### src/rtl/psub_pkg.sv
package psub_pkg;
  localparam int RIDX_W = 4;

  localparam logic [7:0] OPC_PRIMARY  = 8'h0B;
  localparam logic [7:0] OPC_SUB_BYTE = 8'h48;
  localparam logic [7:0] OPC_SUB_HALF = 8'h68;

  typedef enum logic [1:0] {
    MODE_NONE = 2'd0,
    MODE_BYTE = 2'd1,
    MODE_HALF = 2'd2
  } sub_mode_e;

  typedef struct packed {
    sub_mode_e           mode;
    logic [RIDX_W-1:0]   dst;
    logic [RIDX_W-1:0]   src_a;
    logic [RIDX_W-1:0]   src_b;
  } dec_t;
endpackage

### src/rtl/psub_decode.sv
module psub_decode
  import psub_pkg::*;
#(
  parameter int XLEN = 32
) (
  input  logic [XLEN-1:0] instr,
  output dec_t            dec
);
  logic [7:0] primary;
  logic [7:0] secondary;

  assign primary   = instr[7:0];
  assign secondary = instr[27:20];

  always_comb begin
    dec.dst   = instr[31:28];
    dec.src_a = instr[11:8];
    dec.src_b = instr[15:12];
    dec.mode  = MODE_NONE;
    if (primary == OPC_PRIMARY) begin
      if (secondary == OPC_SUB_BYTE)      dec.mode = MODE_BYTE;
      else if (secondary == OPC_SUB_HALF) dec.mode = MODE_HALF;
    end
  end
endmodule

### src/rtl/psub_lane.sv
module psub_lane #(
  parameter int W = 8
) (
  input  logic [W-1:0] a,
  input  logic [W-1:0] b,
  output logic [W-1:0] diff,
  output logic         ovf
);
  logic [W:0] wide;

  // one guard bit: the two top bits disagree exactly when the signed result leaves range
  assign wide = {a[W-1], a} - {b[W-1], b};
  assign diff = wide[W-1:0];
  assign ovf  = wide[W] ^ wide[W-1];
endmodule

### src/rtl/psub_lane_array.sv
module psub_lane_array #(
  parameter int XLEN   = 32,
  parameter int LANE_W = 8
) (
  input  logic [XLEN-1:0]          a,
  input  logic [XLEN-1:0]          b,
  output logic [XLEN-1:0]          diff,
  output logic [XLEN/LANE_W-1:0]   ovf
);
  localparam int NLANES = XLEN / LANE_W;

  for (genvar i = 0; i < NLANES; i++) begin : g_lane
    psub_lane #(.W(LANE_W)) u_lane (
      .a    (a[i*LANE_W +: LANE_W]),
      .b    (b[i*LANE_W +: LANE_W]),
      .diff (diff[i*LANE_W +: LANE_W]),
      .ovf  (ovf[i])
    );
  end
endmodule

### src/rtl/psub_unit.sv
module psub_unit
  import psub_pkg::*;
#(
  parameter int XLEN   = 32,
  parameter int BYTE_W = 8,
  parameter int HALF_W = 16
) (
  input  logic              clk,
  input  logic              rst,
  input  logic              in_valid,
  input  logic [XLEN-1:0]   instr,
  input  logic [XLEN-1:0]   opnd_a,
  input  logic [XLEN-1:0]   opnd_b,
  input  logic              carry_in,
  output logic [RIDX_W-1:0] src_a_idx,
  output logic [RIDX_W-1:0] src_b_idx,
  output logic              out_valid,
  output logic              out_wen,
  output logic [RIDX_W-1:0] out_dst,
  output logic [XLEN-1:0]   out_result,
  output logic              flag_v,
  output logic              flag_sv,
  output logic              flag_c
);
  localparam int NBYTE = XLEN / BYTE_W;
  localparam int NHALF = XLEN / HALF_W;

  dec_t             dec;
  logic [XLEN-1:0]  diff_b, diff_h, diff_sel;
  logic [NBYTE-1:0] ovf_b;
  logic [NHALF-1:0] ovf_h;
  logic             exec, ovf_any;

  psub_decode #(.XLEN(XLEN)) u_dec (.instr(instr), .dec(dec));

  psub_lane_array #(.XLEN(XLEN), .LANE_W(BYTE_W)) u_bytes (
    .a(opnd_a), .b(opnd_b), .diff(diff_b), .ovf(ovf_b)
  );

  psub_lane_array #(.XLEN(XLEN), .LANE_W(HALF_W)) u_halves (
    .a(opnd_a), .b(opnd_b), .diff(diff_h), .ovf(ovf_h)
  );

  assign src_a_idx = dec.src_a;
  assign src_b_idx = dec.src_b;

  always_comb begin
    exec     = 1'b0;
    diff_sel = '0;
    ovf_any  = 1'b0;
    case (dec.mode)
      MODE_BYTE: begin
        exec     = 1'b1;
        diff_sel = diff_b;
        ovf_any  = |ovf_b;
      end
      MODE_HALF: begin
        exec     = 1'b1;
        diff_sel = diff_h;
        ovf_any  = |ovf_h;
      end
      default: ;
    endcase
  end

  always_ff @(posedge clk) begin
    if (rst) begin
      out_valid  <= 1'b0;
      out_wen    <= 1'b0;
      out_dst    <= '0;
      out_result <= '0;
      flag_v     <= 1'b0;
      flag_sv    <= 1'b0;
      flag_c     <= 1'b0;
    end else begin
      out_valid <= in_valid;
      out_wen   <= in_valid & exec;
      if (in_valid) begin
        out_dst    <= dec.dst;
        out_result <= diff_sel;
        flag_c     <= carry_in;
        if (exec) begin
          flag_v <= ovf_any;
          if (ovf_any) flag_sv <= 1'b1;
        end
      end
    end
  end
endmodule

### config.mk
export PLATFORM = sky130hd
export DESIGN_NAME = psub_unit
export DESIGN_NICKNAME = d
export VERILOG_FILES = /design/src/rtl/psub_pkg.sv /design/src/rtl/psub_decode.sv /design/src/rtl/psub_lane.sv /design/src/rtl/psub_lane_array.sv /design/src/rtl/psub_unit.sv
export SDC_FILE = /design/constraint.sdc
export NUM_CORES = 1
export LEC_CHECK = 0
export ABC_AREA = 0
export BUFFER_PORTS_ARGS = -buffer_cell sky130_fd_sc_hd__buf_2
export CORE_MARGIN = 2
export CORE_UTILIZATION = 45
export CTS_BUF_LIST = sky130_fd_sc_hd__clkbuf_4
export CTS_CLUSTER_SIZE = 30
export DETAILED_ROUTE_END_ITERATION = 12
export GPL_ROUTABILITY_DRIVEN = 1
export PLACE_DENSITY = 0.78
export SYNTH_ARGS = -nofsm -noshare
export SYNTH_HDL_FRONTEND = slang
export SYNTH_SLANG_ARGS = --single-unit
### constraint.sdc
create_clock -name clk -period 3 [get_ports clk]
set_clock_uncertainty 0.2 [all_clocks]
set_input_delay 0.3 -clock clk [delete_from_list [all_inputs] [get_ports clk]]
set_output_delay 0.3 -clock clk [all_outputs]
set_load 0.02 [all_outputs]
# Word-level counts from Yosys, hierarchy flattened
# Cells that the tools add are included.
[word_totals] register_bits=41 in_bits=100 output_inout_bits=49 elab_cells=36
[classes] n_addsub=6 eq_ne=5 mux=6 bitwise_logic=7 reduce_logical=5
[op_table] cell="$pmux W32 S2" count=1
[op_table] cell="$sub A8 B8 Y9" count=4
[op_table] cell="$sub A16 B16 Y17" count=2
[op_table] cell="$eq A8 B7 Y1 const B" count=2
[op_table] cell="$eq A8 B4 Y1 const B" count=1
[op_table] cell="$mux W2" count=3
[op_table] cell="$xor A1 B1 Y1" count=6
[op_table] cell="$reduce_or A2 Y1" count=2
[op_table] cell="$reduce_or A4 Y1" count=1
[op_table] cell="$reduce_and A3 Y1" count=1
[op_table] cell="$eq A2 B1 Y1 const B" count=1
[op_table] cell="$eq A2 B2 Y1 const B" count=1
[op_table] cell="$pmux W1 S2" count=1
[op_table] cell="$reduce_and A2 Y1" count=1
[op_table] cell="$and A1 B1 Y1" count=1
[op_table] cell="$mux W1" count=1

# Longest topological paths before layout
# Gate-level depths: netlist (run 1).
[depth] depth_word=8 depth_mapped=11 mapped_depth_nobuf=11

# By module
# A second synthesis (run 1) with hierarchy kept.
[unflattened] cells_unflattened=621 hier_area_um2=4966.0
[modules_own_cells] module="psub_unit" instances=1 cells_each=182 area_per_inst_um2=1667.8 seq_area_each_um2=820.8
[modules_own_cells] module="psub_lane (u_halves.g_lane[0].u_lane ...)" instances=2 cells_each=112 area_per_inst_um2=823.3 seq_area_each_um2=0.0
[modules_own_cells] module="psub_lane (u_bytes.g_lane[0].u_lane ...)" instances=4 cells_each=49 area_per_inst_um2=372.9 seq_area_each_um2=0.0
[modules_own_cells] module="psub_decode" instances=1 cells_each=19 area_per_inst_um2=160.2 seq_area_each_um2=0.0

# Worst setup path before layout (run 1)
# OpenSTA, ideal clock, no wires.
[synth_path] path_type="in2reg" from="input port opnd_a[0]" to="register flag_v" setup_time_ps=142 t_arrival_ps=2246 required_time_ps=2658 setup_slack_ps=412 cell_stages=11 n_path_buf=0 cell_sequence="inv_1 > ha_1 > inv_1 > fa_1 > a211oi_1 > nor2_1 > o311ai_1 > a21oi_1 > and3_1 > o32ai_1 > o311ai_1"
[synth_between] elab_chain_cells=4 elab_cells_between_ends=7 classes_between="add/sub: 2; mux: 1; bitwise: 2; reduce/logical: 2"
[synth_rtl] item="from (decl)" line_no="psub_unit.sv:12" rtl="input logic [XLEN-1:0] opnd_a,"
[synth_rtl] item="$sub A16 B16 Y17 / $sub A8 B8 Y9 (equally long branches)" line_no="psub_lane.sv:12" rtl="assign wide = {a[W-1], a} - {b[W-1], b};"
[synth_rtl] item="$xor A1 B1 Y1" line_no="psub_lane.sv:14" rtl="assign ovf = wide[W] ^ wide[W-1];"
[synth_rtl] item="$reduce_or A2 Y1 / $reduce_or A4 Y1 (equally long branches)" line_no="psub_unit.sv:60, psub_unit.sv:55"
[synth_rtl] item="$pmux W1 S2 *" line_no="psub_unit.sv:51" rtl="case (dec.mode)"
[synth_rtl] item="to (signal assigned)" line_no="psub_unit.sv:83" rtl="flag_v <= ovf_any;"
[synth_rtl] item="to (decl)" line_no="psub_unit.sv:21" rtl="output logic flag_v,"
# Mark *: on every way between the ends. The rest lies on a longest branch, timed or not.
# A chain may end at the register's enable or synchronous reset.

# Worst setup path in the final report (run 1)
# Ends and elaborated chain as after synthesis.

==> results of run 1 <==
layer usage:
metal | vias to the layer above | wire (µm)
met5 | - | 0
li1 | 1808 | -
met4 | 0 | 114
met2 | 138 | 4330
met3 | 11 | 787
met1 | 1633 | 4100
flip-flops by register name (all words and copies together), names as in the netlist:
signal and count:
out_valid 1, flag_c 1, flag_sv 1, out_wen 1, out_result 32, out_dst 4
flag_v 1
layout make-up:
| type | count | share of cell area (%) |
|---|---|---|
| Timing Repair Buffer | 138 | 17.1 |
| Clock inverter | 2 | 0.909 |
| Tap cell | 99 | 2.90 |
| Sequential cell | 41 | 19.2 |
| Inverter | 47 | 4.13 |
| Clock buffer | 6 | 1.06 |
| Multi-Input combinational cell | 330 | 54.7 |
logic make-up after synthesis:
| kind of cell | after synthesis | share of synthesized area [%] |
|---|---|---|
| XOR/XNOR | 24 | 6.09 |
| multiplexers | 5 | 1.45 |
| AND/OR/NAND/NOR | 113 | 16.0 |
| AO/OA/AOI/OAI | 150 | 29.5 |
| buffers and inverters | 69 | 8.59 |
| adder cells (fa/ha/maj) | 38 | 14.6 |
| flip-flops | 41 | 23.8 |
Yosys cell counts (3+ instances only):
master    instances
and3_1            8
xnor2_1          10
nor2_1           23
inv_1            45
o211ai_1          7
a31oi_1           6
ha_1             34
o21ai_0          35
nor3_1            5
a21o_1           13
xor2_1           14
mux2i_1           5
nand3_1           5
a21oi_1          37
and2_1            3
dfxtp_1          41
a21o_2            3
nand2_1          43
clkbuf_1         10
nor2b_1           5
nand2b_1          5
a211oi_1          8
a41oi_1           3
nor4b_1           3
buf_4             9
a22o_1            4
o21a_1            6
nand4_1           3
fa_1              4
o31ai_1           8
o311ai_1          3
buf_2             3
per-stage QoR:
step,power [mW],instances
floorplan,0.948,440
global route,1.57,663
global placement,1.06,650
detailed placement,1.08,650
CTS,1.47,663
finish,1.46,663
power by group through the flow:
stage	clock network, mW	logic (mW)	registers [mW]
after floorplan	0	0.379	0.569
after global placement	0	0.502	0.563
after detailed placement	0	0.515	0.563
after CTS	0.399	0.524	0.551
after global routing	0.424	0.589	0.552
final	0.384	0.528	0.551
worst max-delay path, cell delays in order:
cell      delay, ps
buf_2            90
inv_1            50
ha_1            150
inv_1            50
fa_1            410
a211oi_1        240
nor2_1          100
o311ai_1        410
a21oi_1         150
and3_1          170
o32ai_1         340
o311ai_1        150
how the worst max path moves through the flow:
stage	start	end	slack [ps]	depth (start not counted)
floorplan	opnd_a[0]	flag_v	410	11
global placement	opnd_a[0]	flag_v	110	12
detailed placement	opnd_a[0]	out_result[10]	60	13
CTS	opnd_a[0]	out_result[10]	450	13
global route	opnd_a[0]	flag_v	290	13
finish	opnd_a[0]	flag_v	420	12
==> results_dict.tcl, run 1 <==
set metrics [dict create \
    min_from "opnd_b[0]" \
    p_int_uw 971 \
    clock_latency_ps 350 \
    die_w_um 91.6 \
    cts_buffer_depth 2 \
    cts_hold_buffers 5 \
    use_met2_pct 38.5 \
    grt_overflow_total 0 \
    synth_cell_types 54 \
    ant_nets 0 \
    synth_enable_flop_cells 0 \
    drive_above_1_share_pct 26.8 \
    first_pass_iters 4 \
    yosys_warnings 0 \
    core_area_um2 7330 \
    grt_pass1_vias 3510 \
    cts.clk_slew.worst_paths_ps 130 \
    post-route-util_pct 58.2 \
    avgSynthCellArea_um2 7.84 \
    rsz0062_at_grt "no" \
    outcome "completed" \
    pwr-share-clk_pct 26.3 \
    hold_path_end "out_result[0]" \
    met3_usage_pct 5.48 \
    synth_area_leaders "dfxtp_1, ha_1, a21oi_1, o21ai_0, inv_1" \
    p_sw_share_pct 33.6 \
    setup_tns_ps 0 \
    syn-num-nets 578 \
    synth_ff_type "dfxtp_1" \
    r2r-start "out_result[24]" \
    routedWlPerCell_um 14.1 \
    n_fill_cell 713 \
    vdd_drop_max_mv 0.165 \
    multi_input_area_um2 2340 \
    critPathKind "input port to register" \
    fin_crit_sh_pct 86.1 \
    tritoncts "yes" \
    yosysTopAreaCell "dfxtp_1" \
    rr_worst_depth 3 \
    ctsResizeCount 0 \
    tightest_slew_ps 532 \
    leakagePower_nw 2.19 \
    final-seq-area_um2 821 \
    hold_depth 3 \
    final.setup.worst_slack_ps 418 \
    hold_class "input port to register" \
    crit_fanout 3 \
    layout_common_cells "buf_2, inv_1, nand2_1" \
    finalCriticalPeriod_ps 2580 \
    synthArstFlopShare_pct 0 \
    num_vias 3590 \
    whs_ps 33.8 \
    clock_sinks 41 \
    cp-start-kind "input port" \
    slew_violations 0 \
    grtUsageTotal_pct 22.4 \
    max_freq_mhz 387 \
    seqPwrFrac_pct 37.7 \
    endpoint_kind "register" \
    placed_cell_area_um2 4140 \
    crit_required_ps 3030 \
    slew_headroom_pct 64.4 \
    grt_pass1_wl_mm 15.7 \
    finalSetupViolCount 0 \
    cts_buffers 5 \
    drv_cap 0 \
    rrSetupSlack_ps 2080 \
    grt_max_degree 21 \
    r2r_end "out_result[24]" \
    cp.arrival_ps 2610 \
    hold_viol 0 \
    floorplan.initialDensity_pct 47.1 \
    viasPerCell 5.41 \
    chipHeight_um 91.6 \
    nNetsFinal 701 \
    dpl_worst_slack_ps 55.6 \
    gr-usage-met1_pct 28.1 \
    syn-cell-area_um2 3450 \
    power_density_nw_per_um2 343 \
    fin_area_um2 4270 \
    synth_seq_cells 41 \
    io_buffers 128 \
    rows 31 \
    drt-initial-drc-count 153 \
    power_frac_comb_pct 36.1 \
    synth_cells 440 \
    cts_setup_buffers 0 \
    ys_seq_area_share_pct 23.8 \
    antenna_found_initial 0 \
    clockRootBuffer "clkbuf_4" \
    grt-busiest-layer "met2" \
    dp_hpwl_mm 7.34 \
    synthToLayoutAreaGrowth_pct 23.7 \
    h-tree-depth 2 \
    wirelength_mm 9.33 \
    netSwitchingPower_uw 492 \
    gp_congestion 0.900 \
    final_common_cell "buf_2" \
    die-area_um2 8390 \
    diodes 0 \
    boundaryPins 149 \
    drc 0 \
    synth_top_area_share_pct 23.8 \
]
(Power assumes the default switching activity.)
==> inputs of run 2 (changes only) <==
--- a/config.mk
+++ b/config.mk
@@ -8,12 +8,12 @@
 export ABC_AREA = 0
 export BUFFER_PORTS_ARGS = -buffer_cell sky130_fd_sc_hd__buf_2
 export CORE_MARGIN = 2
-export CORE_UTILIZATION = 45
+export CORE_UTILIZATION = 50
 export CTS_BUF_LIST = sky130_fd_sc_hd__clkbuf_4
 export CTS_CLUSTER_SIZE = 30
 export DETAILED_ROUTE_END_ITERATION = 12
 export GPL_ROUTABILITY_DRIVEN = 1
-export PLACE_DENSITY = 0.78
+export PLACE_DENSITY = 0.85
 export SYNTH_ARGS = -nofsm -noshare
 export SYNTH_HDL_FRONTEND = slang
 export SYNTH_SLANG_ARGS = --single-unit
==> run 2 against run 1 <==
First-iteration DRC count is 16% higher; sequential power is essentially flat; power is 5.1% higher; non-clock buffer count is 2 lower; combinational power down 0.8%; highest routed layer unchanged.
==> results_dict.tcl, run 2 (same netlist as run 1, synthesis figures left out) <==
set metrics [dict create \
    outcome "completed" \
    final-seq-area_um2 821 \
    leakagePower_nw 2.19 \
    routedWlPerCell_um 14.2 \
    cp.arrival_ps 2730 \
    crit_required_ps 3040 \
    dpl_worst_slack_ps -33.7 \
    fin_crit_sh_pct 89.6 \
    n_fill_cell 599 \
    drc 0 \
    cp-start-kind "input port" \
    io_buffers 128 \
    floorplan.initialDensity_pct 51.4 \
    rsz0062_at_grt "no" \
    final.setup.worst_slack_ps 311 \
    endpoint_kind "register" \
    grt_overflow_total 0 \
    viasPerCell 5.64 \
    power_density_nw_per_um2 362 \
    grt_pass1_wl_mm 14.5 \
    finalSetupViolCount 0 \
    cts_setup_buffers 0 \
    dp_hpwl_mm 7.29 \
    rr_worst_depth 2 \
    tritoncts "yes" \
    path_cells "buf_2 > inv_1 > ha_1 > inv_1 > fa_1 > a211oi_1 > nor2_1 > o311ai_1 > a21oi_1 > and3_1 > o32ai_1 > o311ai_1" \
    chipHeight_um 87.1 \
    hold_depth 3 \
    gp_congestion 0.904 \
    crit_slowest_cell "fa_1" \
    post-route-util_pct 63.3 \
    h-tree-depth 2 \
    nNetsFinal 699 \
    slew_headroom_pct 63.9 \
    clock_sinks 41 \
    cp_slowest_stage_delay_ps 420 \
    crit_fanout 4 \
    grt_max_degree 19 \
    rows 30 \
    cts.clk_slew.worst_paths_ps 140 \
    hold_viol 0 \
    grt_pass1_vias 3391 \
    whs_ps 14.7 \
    grtUsageTotal_pct 23.5 \
    max_freq_mhz 372 \
    die-area_um2 7580 \
    num_vias 3624 \
    slew_violations 0 \
    setup_tns_ps 0 \
    tightest_slew_ps 539 \
    finalCriticalPeriod_ps 2690 \
    final_common_cell "buf_2" \
    cts_buffer_depth 2 \
    layout_common_cells "buf_2, inv_1, nand2_1" \
    hold_class "input port to register" \
    wirelength_mm 9.10 \
    ant_nets 0 \
    fin_area_um2 4250 \
    die_w_um 87.1 \
    drive_above_1_share_pct 26.7 \
    synthToLayoutAreaGrowth_pct 23.2 \
    antenna_found_initial 0 \
    cts_buffers 5 \
    top_regs "out_result x32, out_dst x4" \
    clockRootBuffer "clkbuf_4" \
    multi_input_area_um2 2340 \
    largest_register_ffs 32 \
    clock_latency_ps 340 \
    drv_cap 0 \
    boundaryPins 149 \
    diodes 0 \
    core_area_um2 6720 \
    regMostFlops "out_result" \
    placed_cell_area_um2 4100 \
    drt-initial-drc-count 178 \
    first_pass_iters 5 \
    critPathKind "input port to register" \
    vdd_drop_max_mv 0.249 \
]
==> run 2: critical path: cells and delay by family <==
kind            cells  cell delay, ps
compound gates      5            1340
fa+ha+maj           2             580
buf+inv             3             200
simple gates        2             310
==> run 2: cell type report <==
| class | instances | share of cell area [%] |
|---|---|---|
| multi-input cells | 330 | 55.0 |
| clock inverters | 3 | 1.62 |
| flip-flops and latches | 41 | 19.3 |
| well taps | 80 | 2.36 |
| repair buffers | 136 | 16.7 |
| inverters | 47 | 4.15 |
| clock buffers | 5 | 0.883 |
==> run 2: path summary, 6_finish.rpt <==
kind                            slack, ps           start        endpoint
worst max-delay path                  310       opnd_a[0]          flag_v
worst min-delay path                   10       instr[31]      out_dst[3]
worst max register to register       2020          flag_v          flag_v
worst min register to register        260  out_result[13]  out_result[13]
==> run 2: per-layer routing <==
metal	vias to the layer above	global-route usage, %	share of wire (%)
met5	-	0	0
met4	0	5.11	1.0
met3	16	5.21	7.9
met2	163	42.5	48
met1	1637	28.3	43
li1	1808	-	-
==> run 2: where the power goes <==
part	leakage (nW)	internal [mW]	switching, mW
Clock	0.0558	0.262	0.200
Sequential	0.331	0.549	0.00182
Combinational	1.80	0.232	0.291
Total	2.19	1.04	0.493
==> run 2: timing repair <==
action	4_1_cts	5_1_grt
hold endpoints to repair	3	1
hold buffers	3	1
resized for setup	0	0
==> run 2: metrics by stage <==
step	power (mW)	cells
5_1_grt	1.63	642
4_1_cts	1.55	641
3_3_place_gp	1.06	630
3_5_place_dp	1.08	630
6_report	1.54	642
2_1_floorplan	0.948	440
==> inputs of run 3 (changes only) <==
--- a/config.mk
+++ b/config.mk
@@ -5,15 +5,14 @@
 export SDC_FILE = /design/constraint.sdc
 export NUM_CORES = 1
 export LEC_CHECK = 0
-export ABC_AREA = 0
+export ABC_AREA = 1
 export BUFFER_PORTS_ARGS = -buffer_cell sky130_fd_sc_hd__buf_2
-export CORE_MARGIN = 2
-export CORE_UTILIZATION = 50
+export CORE_UTILIZATION = 45
 export CTS_BUF_LIST = sky130_fd_sc_hd__clkbuf_4
 export CTS_CLUSTER_SIZE = 30
 export DETAILED_ROUTE_END_ITERATION = 12
 export GPL_ROUTABILITY_DRIVEN = 1
-export PLACE_DENSITY = 0.85
+export PLACE_DENSITY = 0.77
 export SYNTH_ARGS = -nofsm -noshare
 export SYNTH_HDL_FRONTEND = slang
 export SYNTH_SLANG_ARGS = --single-unit
==> run 3 against run 2 <==
Setup slack gained 670 ps; routed wire length grew 11%; die area grew 17%; core utilization shrank 6.6 points; sequential share of layout area shrank 1.7 points; flip-flop and latch count is the same; critical path depth grew 2; via count grew 18%; power shrank 2.2%; synthesized cell count grew 41%; critical endpoint is now out_result[14].
==> results_dict.tcl, run 3 <==
set metrics [dict create \
    routedWlPerCell_um 11.9 \
    tritoncts "yes" \
    clock_sinks 41 \
    r2r_end "out_result[28]" \
    placed_cell_area_um2 4510 \
    grt_max_degree 36 \
    rows 33 \
    yosysTopAreaCell "dfxtp_1" \
    crit_family "simple AND/OR/NAND/NOR gates" \
    synth_cell_types 36 \
    cts_buffers 5 \
    multi_input_area_um2 2450 \
    synth_common_cells "nand2_1, inv_1, a21oi_1, o21ai_0, dfxtp_1" \
    dpl_worst_slack_ps 607 \
    yosys_warnings 0 \
    floorplan.initialDensity_pct 46.5 \
    crit_fanout 7 \
    rr_worst_depth 2 \
    cp-start-kind "input port" \
    hold_class "input port to register" \
    layout_common_cells "nand2_1, buf_2, inv_1" \
    grt_overflow_total 0 \
    cts.clk_slew.worst_paths_ps 140 \
    dp_hpwl_mm 7.93 \
    syn-cell-area_um2 3820 \
    max_freq_mhz 495 \
    fin_crit_sh_pct 67.4 \
    syn-num-nets 758 \
    chipHeight_um 94.1 \
    drc 0 \
    synth_cells 620 \
    synth_seq_cells 41 \
    final.setup.worst_slack_ps 979 \
    rsz0062_at_grt "no" \
    final_common_cell "nand2_1" \
    antenna_found_initial 0 \
    n_fill_cell 821 \
    final-seq-area_um2 821 \
    outcome "completed" \
    leakagePower_nw 2.64 \
    die_w_um 94.1 \
    cp.arrival_ps 2090 \
    path_cells "buf_2 > inv_1 > ha_1 > inv_1 > fa_1 > nand2_1 > nand2_1 > nand3_1 > nand2_4 > a21oi_2 > o21bai_1 > or2_0 > a21oi_1 > nor2_1" \
    cp_num_cells 14 \
    drt-initial-drc-count 194 \
    grt_pass1_wl_mm 16.0 \
    hold_depth 3 \
    synth_top_area_share_pct 21.5 \
    synthArstFlopShare_pct 0 \
    rrSetupSlack_ps 2120 \
    endpoint_kind "register" \
    top_regs "out_result x32, out_dst x4" \
    crit_slowest_cell "fa_1" \
    synth_enable_flop_cells 0 \
    min_from "opnd_b[16]" \
    power_density_nw_per_um2 323 \
    cp_slowest_stage_delay_ps 390 \
    h-tree-depth 2 \
    hold_viol 0 \
    synth_area_leaders "dfxtp_1, nand2_1, ha_1, inv_1, a21oi_1" \
    core_area_um2 8220 \
    grtUsageTotal_pct 22.6 \
    clock_latency_ps 340 \
    cts_buffer_depth 2 \
    slew_headroom_pct 71.2 \
    synth.most_common_cell "nand2_1" \
    num_vias 4265 \
    io_buffers 128 \
    synth_ff_type "dfxtp_1" \
    nNetsFinal 884 \
    drv_cap 0 \
    tightest_slew_ps 431 \
    avgSynthCellArea_um2 6.16 \
    drive_above_1_share_pct 22.9 \
    boundaryPins 149 \
    ys_seq_area_share_pct 21.5 \
    finalCriticalPeriod_ps 2020 \
    die-area_um2 8860 \
    wirelength_mm 10.1 \
    first_pass_iters 4 \
    setup_tns_ps 0 \
    grt_pass1_vias 3574 \
    largest_register_ffs 32 \
    viasPerCell 5.01 \
    hold_path_end "out_result[16]" \
    vdd_drop_max_mv 0.189 \
    crit_required_ps 3070 \
    diodes 0 \
    crit_buf_inv 3 \
    finalSetupViolCount 0 \
    fin_area_um2 4650 \
    slew_violations 0 \
    synthToLayoutAreaGrowth_pct 21.8 \
    gp_congestion 0.855 \
    ant_nets 0 \
    regMostFlops "out_result" \
    r2r-start "out_result[28]" \
    critPathKind "input port to register" \
    clockRootBuffer "clkbuf_4" \
]
-- run 3: cell types whose count changed after synthesis, sizes merged, moves of 11 or more --
cell    previous run  this run
a21o              16         0
a21oi             37        59
inv               45       110
nand2             43       184
nand3              5        34
o21ai             35        51
o21bai             0        11
xor2              14         3
-- run 3: repair_timing --
action                                 in CTS  in global routing
setup buffers                               0                  0
endpoints found under the hold margin       9                  0
hold buffers                                6                  0
gates resized for setup                     0                  0
setup endpoints to repair                   0                  0
-- run 3: worst max path at each step --
| stage | from | endpoint | slack (ps) |
|---|---|---|---|
| 5_1_grt | opnd_a[16] | flag_v | 760 |
| 3_3_place_gp | opnd_a[0] | out_result[14] | 610 |
| 4_1_cts | opnd_a[0] | out_result[14] | 1000 |
| 3_5_place_dp | opnd_a[0] | out_result[14] | 610 |
| 2_1_floorplan | opnd_a[0] | out_result[14] | 870 |
| 6_report | opnd_a[0] | out_result[14] | 980 |
-- run 3: through the flow --
step / hold WS [ps] / power, mW / util [%] / instances
floorplan: 169 / 0.981 / - / 620
global placement: 242 / 1.12 / 54.9 / 838
detailed placement: 249 / 1.13 / 54.9 / 838
CTS: 48.8 / 1.51 / 56.6 / 852
global route: 46.5 / 1.61 / 56.6 / 852
finish: 55.7 / 1.50 / 56.6 / 852
-- run 3: metal layers --
layer / up-vias / global-route usage [%] / part of all wire [%]
li1: 2227 / - / -
met5: - / 0 / 0
met1: 1885 / 29.0 / 46
met3: 6 / 3.56 / 6.7
met4: 0 / 3.46 / 0.46
met2: 147 / 40.3 / 47
-- run 3: where the power goes --
group / internal, mW / switching, mW / leakage (nW)
sequential: 0.559 / 0.00755 / 0.334
clock: 0.173 / 0.199 / 0.0389
combinational: 0.214 / 0.351 / 2.27
-- run 3: layout make-up --
cell class	count	area share (%)
Clock buffer	5	0.807
Inverter	115	9.60
Timing Repair Buffer	137	15.5
Multi-Input combinational cell	446	52.7
Clock inverter	3	0.887
Tap cell	105	2.82
Sequential cell	41	17.6
-- run 3: worst min-delay path, cell delays in order --
cell and delay [ps]:
buf_2 80, ha_1 100, o21ai_0 70
-- run 3: cell families after synthesis --
family,Yosys count,share of synthesized area (%)
AOI/OAI and AO/OA,138,20.1
xor gates and xnor gates,6,1.38
adders and majority gates,38,13.2
buffers and inverters,133,14.3
DFF,41,21.5
and+or+nand+nor,264,29.5
